**src/rtl/sramCtrlPkg.sv**
```systemverilog
package sramCtrlPkg;
  localparam int F_CS_SETUP     = 0;
  localparam int F_CS_HOLD      = 1;
  localparam int F_ADDR_SETUP   = 2;
  localparam int F_ADDR_HOLD    = 3;
  localparam int F_WE_LO        = 4;
  localparam int F_WE_HI        = 5;
  localparam int F_OE_LO        = 6;
  localparam int F_OE_HI        = 7;
  localparam int F_ADDR_WR_HOLD = 8;
  localparam int F_TURN         = 9;
  localparam int F_CS_GAP       = 10;
  localparam int NUM_FIELDS     = 11;

  typedef enum logic [3:0] {
    ST_IDLE, ST_CS_SETUP, ST_ADDR_SETUP, ST_ADDR_HOLD, ST_WE_LO, ST_WE_HI,
    ST_ADDR_WR_HOLD, ST_OE_LO, ST_OE_HI, ST_CS_HOLD, ST_RESP
  } phase_t;

  typedef struct packed {
    logic load;        // latch request into datapath
    logic csOn;        // chip select active
    logic advOn;       // multiplexed address phase
    logic advRest;     // multiplexed access after address phase
    logic addrOnData;  // address placed on data pins
    logic weOn;        // write strobe low
    logic wdOn;        // write data driven
    logic oeOn;        // read strobe low
    logic capture;     // sample read data
  } strobe_t;
endpackage

```
**src/rtl/sramCtrlFsm.sv**
```systemverilog
module sramCtrlFsm
  import sramCtrlPkg::*;
#(
  parameter int TW = 4
) (
  input  logic                     clk,
  input  logic                     rstN,
  input  logic                     reqValid,
  input  logic                     reqWrite,
  input  logic                     hit,
  input  logic                     cfgMuxMode,
  input  logic [NUM_FIELDS*TW-1:0] cfgTiming,
  output logic                     reqReady,
  output logic                     rspValid,
  output logic                     rspErr,
  output strobe_t                  strobes
);
  logic [TW-1:0] fld [NUM_FIELDS];
  for (genvar k = 0; k < NUM_FIELDS; k++) begin : g_unpack
    assign fld[k] = cfgTiming[k*TW +: TW];
  end

  phase_t        state, nextPhase;
  logic [TW-1:0] cnt, nextLen, gapCnt, gapLoad;
  logic          isWrite, errFlag, accept, muxAccess;

  assign reqReady  = (state == ST_IDLE) && (gapCnt == '0);
  assign accept    = reqReady && reqValid;
  assign muxAccess = cfgMuxMode || !isWrite;
  assign gapLoad   = (!isWrite && (fld[F_TURN] > fld[F_CS_GAP])) ? fld[F_TURN] : fld[F_CS_GAP];

  always_comb begin
    case (state)
      ST_CS_SETUP:     nextPhase = ST_ADDR_SETUP;
      ST_ADDR_SETUP:   nextPhase = ST_ADDR_HOLD;
      ST_ADDR_HOLD:    nextPhase = isWrite ? ST_WE_LO : ST_OE_LO;
      ST_WE_LO:        nextPhase = ST_WE_HI;
      ST_WE_HI:        nextPhase = ST_ADDR_WR_HOLD;
      ST_ADDR_WR_HOLD: nextPhase = ST_CS_HOLD;
      ST_OE_LO:        nextPhase = ST_OE_HI;
      ST_OE_HI:        nextPhase = ST_CS_HOLD;
      ST_CS_HOLD:      nextPhase = ST_RESP;
      default:         nextPhase = ST_IDLE;
    endcase
    case (nextPhase)
      ST_ADDR_SETUP:   nextLen = fld[F_ADDR_SETUP];
      ST_ADDR_HOLD:    nextLen = fld[F_ADDR_HOLD];
      ST_WE_LO:        nextLen = fld[F_WE_LO];
      ST_WE_HI:        nextLen = fld[F_WE_HI];
      ST_ADDR_WR_HOLD: nextLen = fld[F_ADDR_WR_HOLD];
      ST_OE_LO:        nextLen = fld[F_OE_LO];
      ST_OE_HI:        nextLen = fld[F_OE_HI];
      ST_CS_HOLD:      nextLen = fld[F_CS_HOLD];
      default:         nextLen = '0;
    endcase
  end

  always_ff @(posedge clk) begin
    if (!rstN) begin
      state   <= ST_IDLE;
      cnt     <= '0;
      gapCnt  <= '0;
      isWrite <= 1'b0;
      errFlag <= 1'b0;
    end else begin
      if (gapCnt != '0) gapCnt <= gapCnt - 1'b1;
      case (state)
        ST_IDLE: if (accept) begin
          isWrite <= reqWrite;
          errFlag <= !hit;
          state   <= hit ? ST_CS_SETUP : ST_RESP;
          cnt     <= fld[F_CS_SETUP];
        end
        ST_RESP: state <= ST_IDLE;
        default: if (cnt == '0) begin
          state <= nextPhase;
          cnt   <= nextLen;
          if (state == ST_CS_HOLD) gapCnt <= gapLoad;
        end else begin
          cnt <= cnt - 1'b1;
        end
      endcase
    end
  end

  assign rspValid = (state == ST_RESP);
  assign rspErr   = (state == ST_RESP) && errFlag;

  always_comb begin
    strobes            = '0;
    strobes.load       = accept;
    strobes.csOn       = (state != ST_IDLE) && (state != ST_RESP);
    strobes.advOn      = muxAccess && (state == ST_ADDR_SETUP);
    strobes.advRest    = muxAccess && strobes.csOn &&
                         (state != ST_CS_SETUP) && (state != ST_ADDR_SETUP);
    strobes.addrOnData = muxAccess && ((state == ST_ADDR_SETUP) || (state == ST_ADDR_HOLD));
    strobes.weOn       = (state == ST_WE_LO);
    strobes.wdOn       = (state == ST_WE_LO) || (state == ST_WE_HI);
    strobes.oeOn       = (state == ST_OE_LO);
    strobes.capture    = (state == ST_OE_LO) && (cnt == '0);
  end

  // a miss answers with an error in the next cycle
  p_miss_errs_r1: assert property (@(posedge clk) disable iff (!rstN)
    (accept && !hit) |=> (rspValid && rspErr));
  // a hit starts a chip select and no response yet
  p_hit_starts_r11: assert property (@(posedge clk) disable iff (!rstN)
    (accept && hit) |=> (strobes.csOn && !rspValid && !reqReady));
  // response lasts one cycle
  p_rsp_pulse_r11: assert property (@(posedge clk) disable iff (!rstN)
    rspValid |=> !rspValid);
endmodule

```
**src/rtl/sramCtrlDatapath.sv**
```systemverilog
module sramCtrlDatapath
  import sramCtrlPkg::*;
#(
  parameter int ADDR_W = 20
) (
  input  logic              clk,
  input  logic              rstN,
  input  strobe_t           strobes,
  input  logic [31:0]       reqAddr,
  input  logic [15:0]       reqWdata,
  input  logic              cfgWide,
  input  logic              cfgAdvPol,
  input  logic              cfgAdvHold,
  input  logic [31:0]       cfgBase,
  input  logic [31:0]       cfgSize,
  input  logic [15:0]       memDataIn,
  output logic              hit,
  output logic              memCsN,
  output logic              memAdv,
  output logic              memOeN,
  output logic              memWeN,
  output logic [ADDR_W-1:0] memAddr,
  output logic [15:0]       memDataOut,
  output logic              memDataOe,
  output logic [15:0]       rspRdata
);
  logic [31:0]       sizeMask, offset, wordWide;
  logic              sizeOk, alignOk, windowOk, regionOk;
  logic [ADDR_W-1:0] wordAddr;
  logic [15:0]       wdataQ;

  assign sizeMask = cfgSize - 32'd1;
  assign sizeOk   = (cfgSize != '0) && ((cfgSize & sizeMask) == '0);
  assign alignOk  = (cfgBase & sizeMask) == '0;
  assign windowOk = reqAddr[31:29] == 3'b100;
  assign regionOk = (reqAddr & ~sizeMask) == cfgBase;
  assign hit      = sizeOk && alignOk && windowOk && regionOk;
  assign offset   = reqAddr & sizeMask;

  always_ff @(posedge clk) begin
    if (!rstN) begin
      wordAddr <= '0;
      wdataQ   <= '0;
      rspRdata <= '0;
    end else begin
      if (strobes.load) begin
        wordAddr <= cfgWide ? offset[ADDR_W:1] : offset[ADDR_W-1:0];
        wdataQ   <= cfgWide ? reqWdata : {8'h00, reqWdata[7:0]};
      end
      if (strobes.capture)
        rspRdata <= cfgWide ? memDataIn : {8'h00, memDataIn[7:0]};
    end
  end

  assign wordWide   = 32'(wordAddr);
  assign memCsN     = !strobes.csOn;
  assign memWeN     = !strobes.weOn;
  assign memOeN     = !strobes.oeOn;
  assign memAdv     = strobes.advOn   ? cfgAdvPol  :
                      strobes.advRest ? cfgAdvHold : !cfgAdvPol;
  assign memAddr    = strobes.csOn ? wordAddr : '0;
  assign memDataOe  = strobes.addrOnData || strobes.wdOn;
  assign memDataOut = strobes.addrOnData ? wordWide[15:0] :
                      strobes.wdOn       ? wdataQ         : 16'h0000;

  // no drive while the memory drives
  p_no_drive_oe_r12: assert property (@(posedge clk) disable iff (!rstN)
    !memOeN |-> !memDataOe);
  // write data present throughout strobe low
  p_we_data_r5: assert property (@(posedge clk) disable iff (!rstN)
    !memWeN |-> (memDataOe && !memCsN));
  // address steady inside one chip select
  p_addr_steady_r7: assert property (@(posedge clk) disable iff (!rstN)
    (!memCsN && $past(!memCsN)) |-> $stable(memAddr));
endmodule

```
**src/rtl/sramTimingCtrl.sv**
```systemverilog
module sramTimingCtrl
  import sramCtrlPkg::*;
#(
  parameter int ADDR_W = 20,
  parameter int TW     = 4
) (
  input  logic                     clk,
  input  logic                     rstN,
  input  logic                     reqValid,
  input  logic                     reqWrite,
  input  logic [31:0]              reqAddr,
  input  logic [15:0]              reqWdata,
  output logic                     reqReady,
  output logic                     rspValid,
  output logic                     rspErr,
  output logic [15:0]              rspRdata,
  input  logic                     cfgMuxMode,
  input  logic                     cfgWide,
  input  logic                     cfgAdvPol,
  input  logic                     cfgAdvHold,
  input  logic [31:0]              cfgBase,
  input  logic [31:0]              cfgSize,
  input  logic [NUM_FIELDS*TW-1:0] cfgTiming,
  output logic                     memCsN,
  output logic                     memAdv,
  output logic                     memOeN,
  output logic                     memWeN,
  output logic [ADDR_W-1:0]        memAddr,
  output logic [15:0]              memDataOut,
  output logic                     memDataOe,
  input  logic [15:0]              memDataIn
);
  strobe_t strobes;
  logic    hit;

  sramCtrlFsm #(.TW(TW)) uFsm (
    .clk(clk), .rstN(rstN), .reqValid(reqValid), .reqWrite(reqWrite),
    .hit(hit), .cfgMuxMode(cfgMuxMode), .cfgTiming(cfgTiming),
    .reqReady(reqReady), .rspValid(rspValid), .rspErr(rspErr), .strobes(strobes)
  );

  sramCtrlDatapath #(.ADDR_W(ADDR_W)) uDp (
    .clk(clk), .rstN(rstN), .strobes(strobes), .reqAddr(reqAddr),
    .reqWdata(reqWdata), .cfgWide(cfgWide), .cfgAdvPol(cfgAdvPol),
    .cfgAdvHold(cfgAdvHold), .cfgBase(cfgBase), .cfgSize(cfgSize),
    .memDataIn(memDataIn), .hit(hit), .memCsN(memCsN), .memAdv(memAdv),
    .memOeN(memOeN), .memWeN(memWeN), .memAddr(memAddr),
    .memDataOut(memDataOut), .memDataOe(memDataOe), .rspRdata(rspRdata)
  );
endmodule

```
**config.mk**
```make
export PLATFORM = sky130hd
export DESIGN_NAME = sramTimingCtrl
export DESIGN_NICKNAME = d
export VERILOG_FILES = /design/src/rtl/sramCtrlPkg.sv /design/src/rtl/sramCtrlFsm.sv /design/src/rtl/sramCtrlDatapath.sv /design/src/rtl/sramTimingCtrl.sv
export SDC_FILE = /design/constraint.sdc
export NUM_CORES = 1
export LEC_CHECK = 0
export BUFFER_PORTS_ARGS = -buffer_cell sky130_fd_sc_hd__buf_2
export CAP_MARGIN = 25
export CORE_AREA = 2 2 110 112
export DETAILED_ROUTE_END_ITERATION = 16
export DIE_AREA = 0 0 112 114
export PLACE_DENSITY = 0.81
export SYNTH_ARGS = -nofsm -noshare
export SYNTH_HDL_FRONTEND = slang
export SYNTH_SLANG_ARGS = --single-unit
```
**constraint.sdc**
```tcl
create_clock -name clk -period 4.6 [get_ports clk]
set_input_delay 0.46 -clock clk [delete_from_list [all_inputs] [get_ports clk]]
set_output_delay 0.46 -clock clk [all_outputs]
set_load 0.02 [all_outputs]
```
==> results.txt <==
----------------------------------------------------
[Detailed routing]
  Routed Wire Length ... 18,300 µm
  Vias per cell ... 5.79
  Average routed wire per standard cell ... 17.1 µm
  Remaining DRCs ... 0
  First DRT Iteration DRCs ... 450
  Pre-Repair DR Iteration Count ... 5
  Total via count after detailed routing ... 6,202
  Number of nets with antenna violations after detailed routing ... 0

[Synthesis]
  Warnings, synthesis ... 0
  Cell count after synthesis ... 700
  Post-synth top flop ... sky130_fd_sc_hd__dfxtp_1
  Area of the mapped netlist ... 5530 µm²
  Netlist cell types ... 69
  Avg Cell Area, Syn ... 7.90 µm²
  Cell with the most instances after synthesis ... sky130_fd_sc_hd__nand2_1
  Biggest area consumer among synthesized cells ... sky130_fd_sc_hd__dfxtp_1
  Most used standard cells in the synthesized netlist ... sky130_fd_sc_hd__nand2_1, sky130_fd_sc_hd__dfxtp_1, sky130_fd_sc_hd__inv_1
  Top area cells in the synthesized netlist ... sky130_fd_sc_hd__dfxtp_1, sky130_fd_sc_hd__ha_1, sky130_fd_sc_hd__nand2_1
  Sequential-to-total area share from yosys stat ... 23.9%
  Register bit count reported by yosys ... 66
  Area share of the largest cell type after synthesis ... 23.9%
  EDFF count, synth ... 0
  Async SR Flop Fraction ... 0%
  Net count after synthesis ... 918

[Timing]
  Endpoints failing setup ... 0
  Setup Total Neg Slack ... 0 ns
  Final Hold Slack ... 0.362 ns
  Final Slew Violations ... 0
  Setup ws final ... 0.827 ns
  Post-route minimum period ... 3.77 ns
  RSZ-0062 raised after global routing ... no
  Top achievable clock speed ... 265 MHz
  Final worst clock skew ... 0.00691 ns
  Remaining max-slew budget at the tightest pin ... 35.4%
  Final hold violation count ... 0
  Period utilization ... 82.0%
  Transition time of the tightest slew-check pin ... 0.969 ns

[Clock tree]
  CTS Buffer Depth ... 2
  CTS tree ... yes
  Number of buffers inserted by hold repair at cts ... 0
  CTS clk-pin slew, worst paths ... 0.06 ns
  Resized cells post-CTS ... 0
  Sinks on Clock Net ... 66
  Setup repair bufs after CTS ... 0
  Number of levels the H-tree was split into ... 3
  CTS root buf ... sky130_fd_sc_hd__clkbuf_16
  Source-to-sink clock delay at the later pin of the worst-skew pair ... 0.33 ns
  Number of buffers created by CTS ... 9

[GRT]
  Global router's overall resource usage ... 27.4%
  Pin count of the biggest net entering global routing ... 68
  Global-route wire length before repair ... 27,900 µm
  Vias in the first global route ... 5,523
  Final global-route overflow total ... 0
  Antenna violations before repair ... 1

[Floorplan]
  Die extent in x ... 112 µm
  IO Pins ... 240
  Total core area ... 11,700 µm²
  Starting density of the core ... 47.2%
  Number of rows created at floorplan ... 40
  Die ar. ... 12,800 µm²
  Die boundary height ... 114 µm

[Pwr]
  Worst vdd ir ... 0.368 mV
  Leakage power summed over all cells ... 0.00342 µW
  Pwr per Cell Area ... 401 nW/µm²

[Placement]
  Number of input and output port buffers inserted ... 239
  Pre-CTS setup slack ... 0.570 ns
  DP HPWL ... 14,600 µm
  Routability cong. ... 0.990

[Worst hold path]
  Start point of the worst hold path ... memDataIn[1]
  Path type of the worst min-delay path ... primary input to flop

[Cells and area]
  Number of nets in the final layout ... 1,138
  Fillers ... 1,112
  Antenna cell count ... 0
  Area growth, synth to finish ... 29.0%
  Share of final-layout standard cells stronger than drive strength 1 ... 29.9%

[Setup path]
  Type of destination of the critical path ... flop
  Required arrival time at the worst endpoint ... 4.81 ns
  Launch point of the critical path ... cfgSize[8]
  Crit-path max FO ... 5
  Critical Path Start Type ... primary input
  Crit Path Class ... primary input to flop
  RR Startpoint ... uFsm.state[3]
  Worst Path Arrival ... 3.98 ns

[Run status]
  Result of the run ... completed

[Run]
  Max-cap violations ... 0

----------------------------------------------------
[routing by layer]
metal,track usage (%),vias up,wire length [µm]
met2,45.5,287,8620
met3,5.47,48,1350
met1,35.4,2857,7810
met5,0,-,0
met4,10.3,0,554
li1,-,3010,-
[path summary, 6_finish.rpt]
| path | slack, ns | endpoint | cells after the start |
|---|---|---|---|
| worst max-delay path | 0.83 | uFsm.state[3] | 13 |
| worst max register to register | 1.97 | uFsm.state[1] | 6 |
| worst min-delay path | 0.36 | uDp.rspRdata[1] | 3 |
| worst min register to register | 0.45 | uDp.rspRdata[12] | 2 |
[metrics by stage]
step | cell area (µm²) | total power, µW | cells | utilization [%]
2_1_floorplan | 5530 | 1760 | 700 | -
3_3_place_gp | 6790 | 2160 | 1053 | 58.0
3_5_place_dp | 6790 | 2180 | 1053 | 58.0
4_1_cts | 7090 | 2870 | 1069 | 60.6
5_1_grt | 7130 | 3070 | 1072 | 60.9
6_report | 7130 | 2860 | 1072 | 60.9
[sequential cells by signal, indices dropped and copies added, names as in the netlist]
name          count
uFsm.gapCnt       4
uFsm.errFlag      1
uDp.rspRdata     16
uDp.wordAddr     20
uDp.wdataQ       16
uFsm.cnt          4
uFsm.isWrite      1
uFsm.state        4
[cells in the final DEF, fill, tap and decap left out, types with 11 or more instances in the layout]
master,synthesis,routed
sky130_fd_sc_hd__nor2_1,27,27
sky130_fd_sc_hd__o21ai_0,13,13
sky130_fd_sc_hd__o211a_1,18,18
sky130_fd_sc_hd__a21oi_1,18,18
sky130_fd_sc_hd__ha_1,38,38
sky130_fd_sc_hd__xor2_1,14,14
sky130_fd_sc_hd__a21boi_1,34,34
sky130_fd_sc_hd__a22o_1,18,18
sky130_fd_sc_hd__nor2b_1,22,22
sky130_fd_sc_hd__nand3_1,30,30
sky130_fd_sc_hd__nand2_1,84,84
sky130_fd_sc_hd__and2_1,25,25
sky130_fd_sc_hd__nand2b_1,11,11
sky130_fd_sc_hd__or3_1,13,13
sky130_fd_sc_hd__inv_1,39,39
sky130_fd_sc_hd__dfxtp_1,66,66
sky130_fd_sc_hd__buf_2,8,239
sky130_fd_sc_hd__nand3b_1,24,24
sky130_fd_sc_hd__o311ai_1,17,17
[where the power goes]
part,internal (µW),total (µW),switching [µW]
sequential,716,862,146
clock,424,690,267
combinational,537,1310,774
[logic make-up (layout without fill, tap and decap cells)]
| kind of cell | Yosys count | after routing | share of synthesized area [%] |
|---|---|---|---|
| simple gates | 307 | 307 | 31.1 |
| buf+inv | 77 | 302 | 5.41 |
| mux | 14 | 14 | 2.63 |
| flops | 66 | 66 | 23.9 |
| compound gates | 180 | 180 | 25.5 |
| xor+xnor | 18 | 18 | 2.85 |
| fa+ha+maj | 38 | 38 | 8.60 |
[final cells by class]
cell class                 count  area (µm²)  area share (%)
sequential                    66        1320            18.5
clock inverter                 7        77.6            1.09
clock buffer                   9         225            3.16
inverter                      41         154            2.16
multi-input combinational    557        3910            54.9
tap                          147         184            2.58
timing repair buffer         245        1260            17.6
[critical path, stage by stage]
cell and delay, ns:
sky130_fd_sc_hd__buf_2 0.13, sky130_fd_sc_hd__nor4_1 0.55, sky130_fd_sc_hd__nand4_1 0.30, sky130_fd_sc_hd__nor3_2 0.34
sky130_fd_sc_hd__nand2_1 0.13, sky130_fd_sc_hd__or3_1 0.33, sky130_fd_sc_hd__ha_1 0.19, sky130_fd_sc_hd__or4_4 0.44
sky130_fd_sc_hd__a2111oi_4 0.32, sky130_fd_sc_hd__nand4_1 0.14, sky130_fd_sc_hd__nor4_2 0.35, sky130_fd_sc_hd__and4_1 0.26
sky130_fd_sc_hd__o2bb2ai_1 0.07
(Power assumes the default switching activity.)
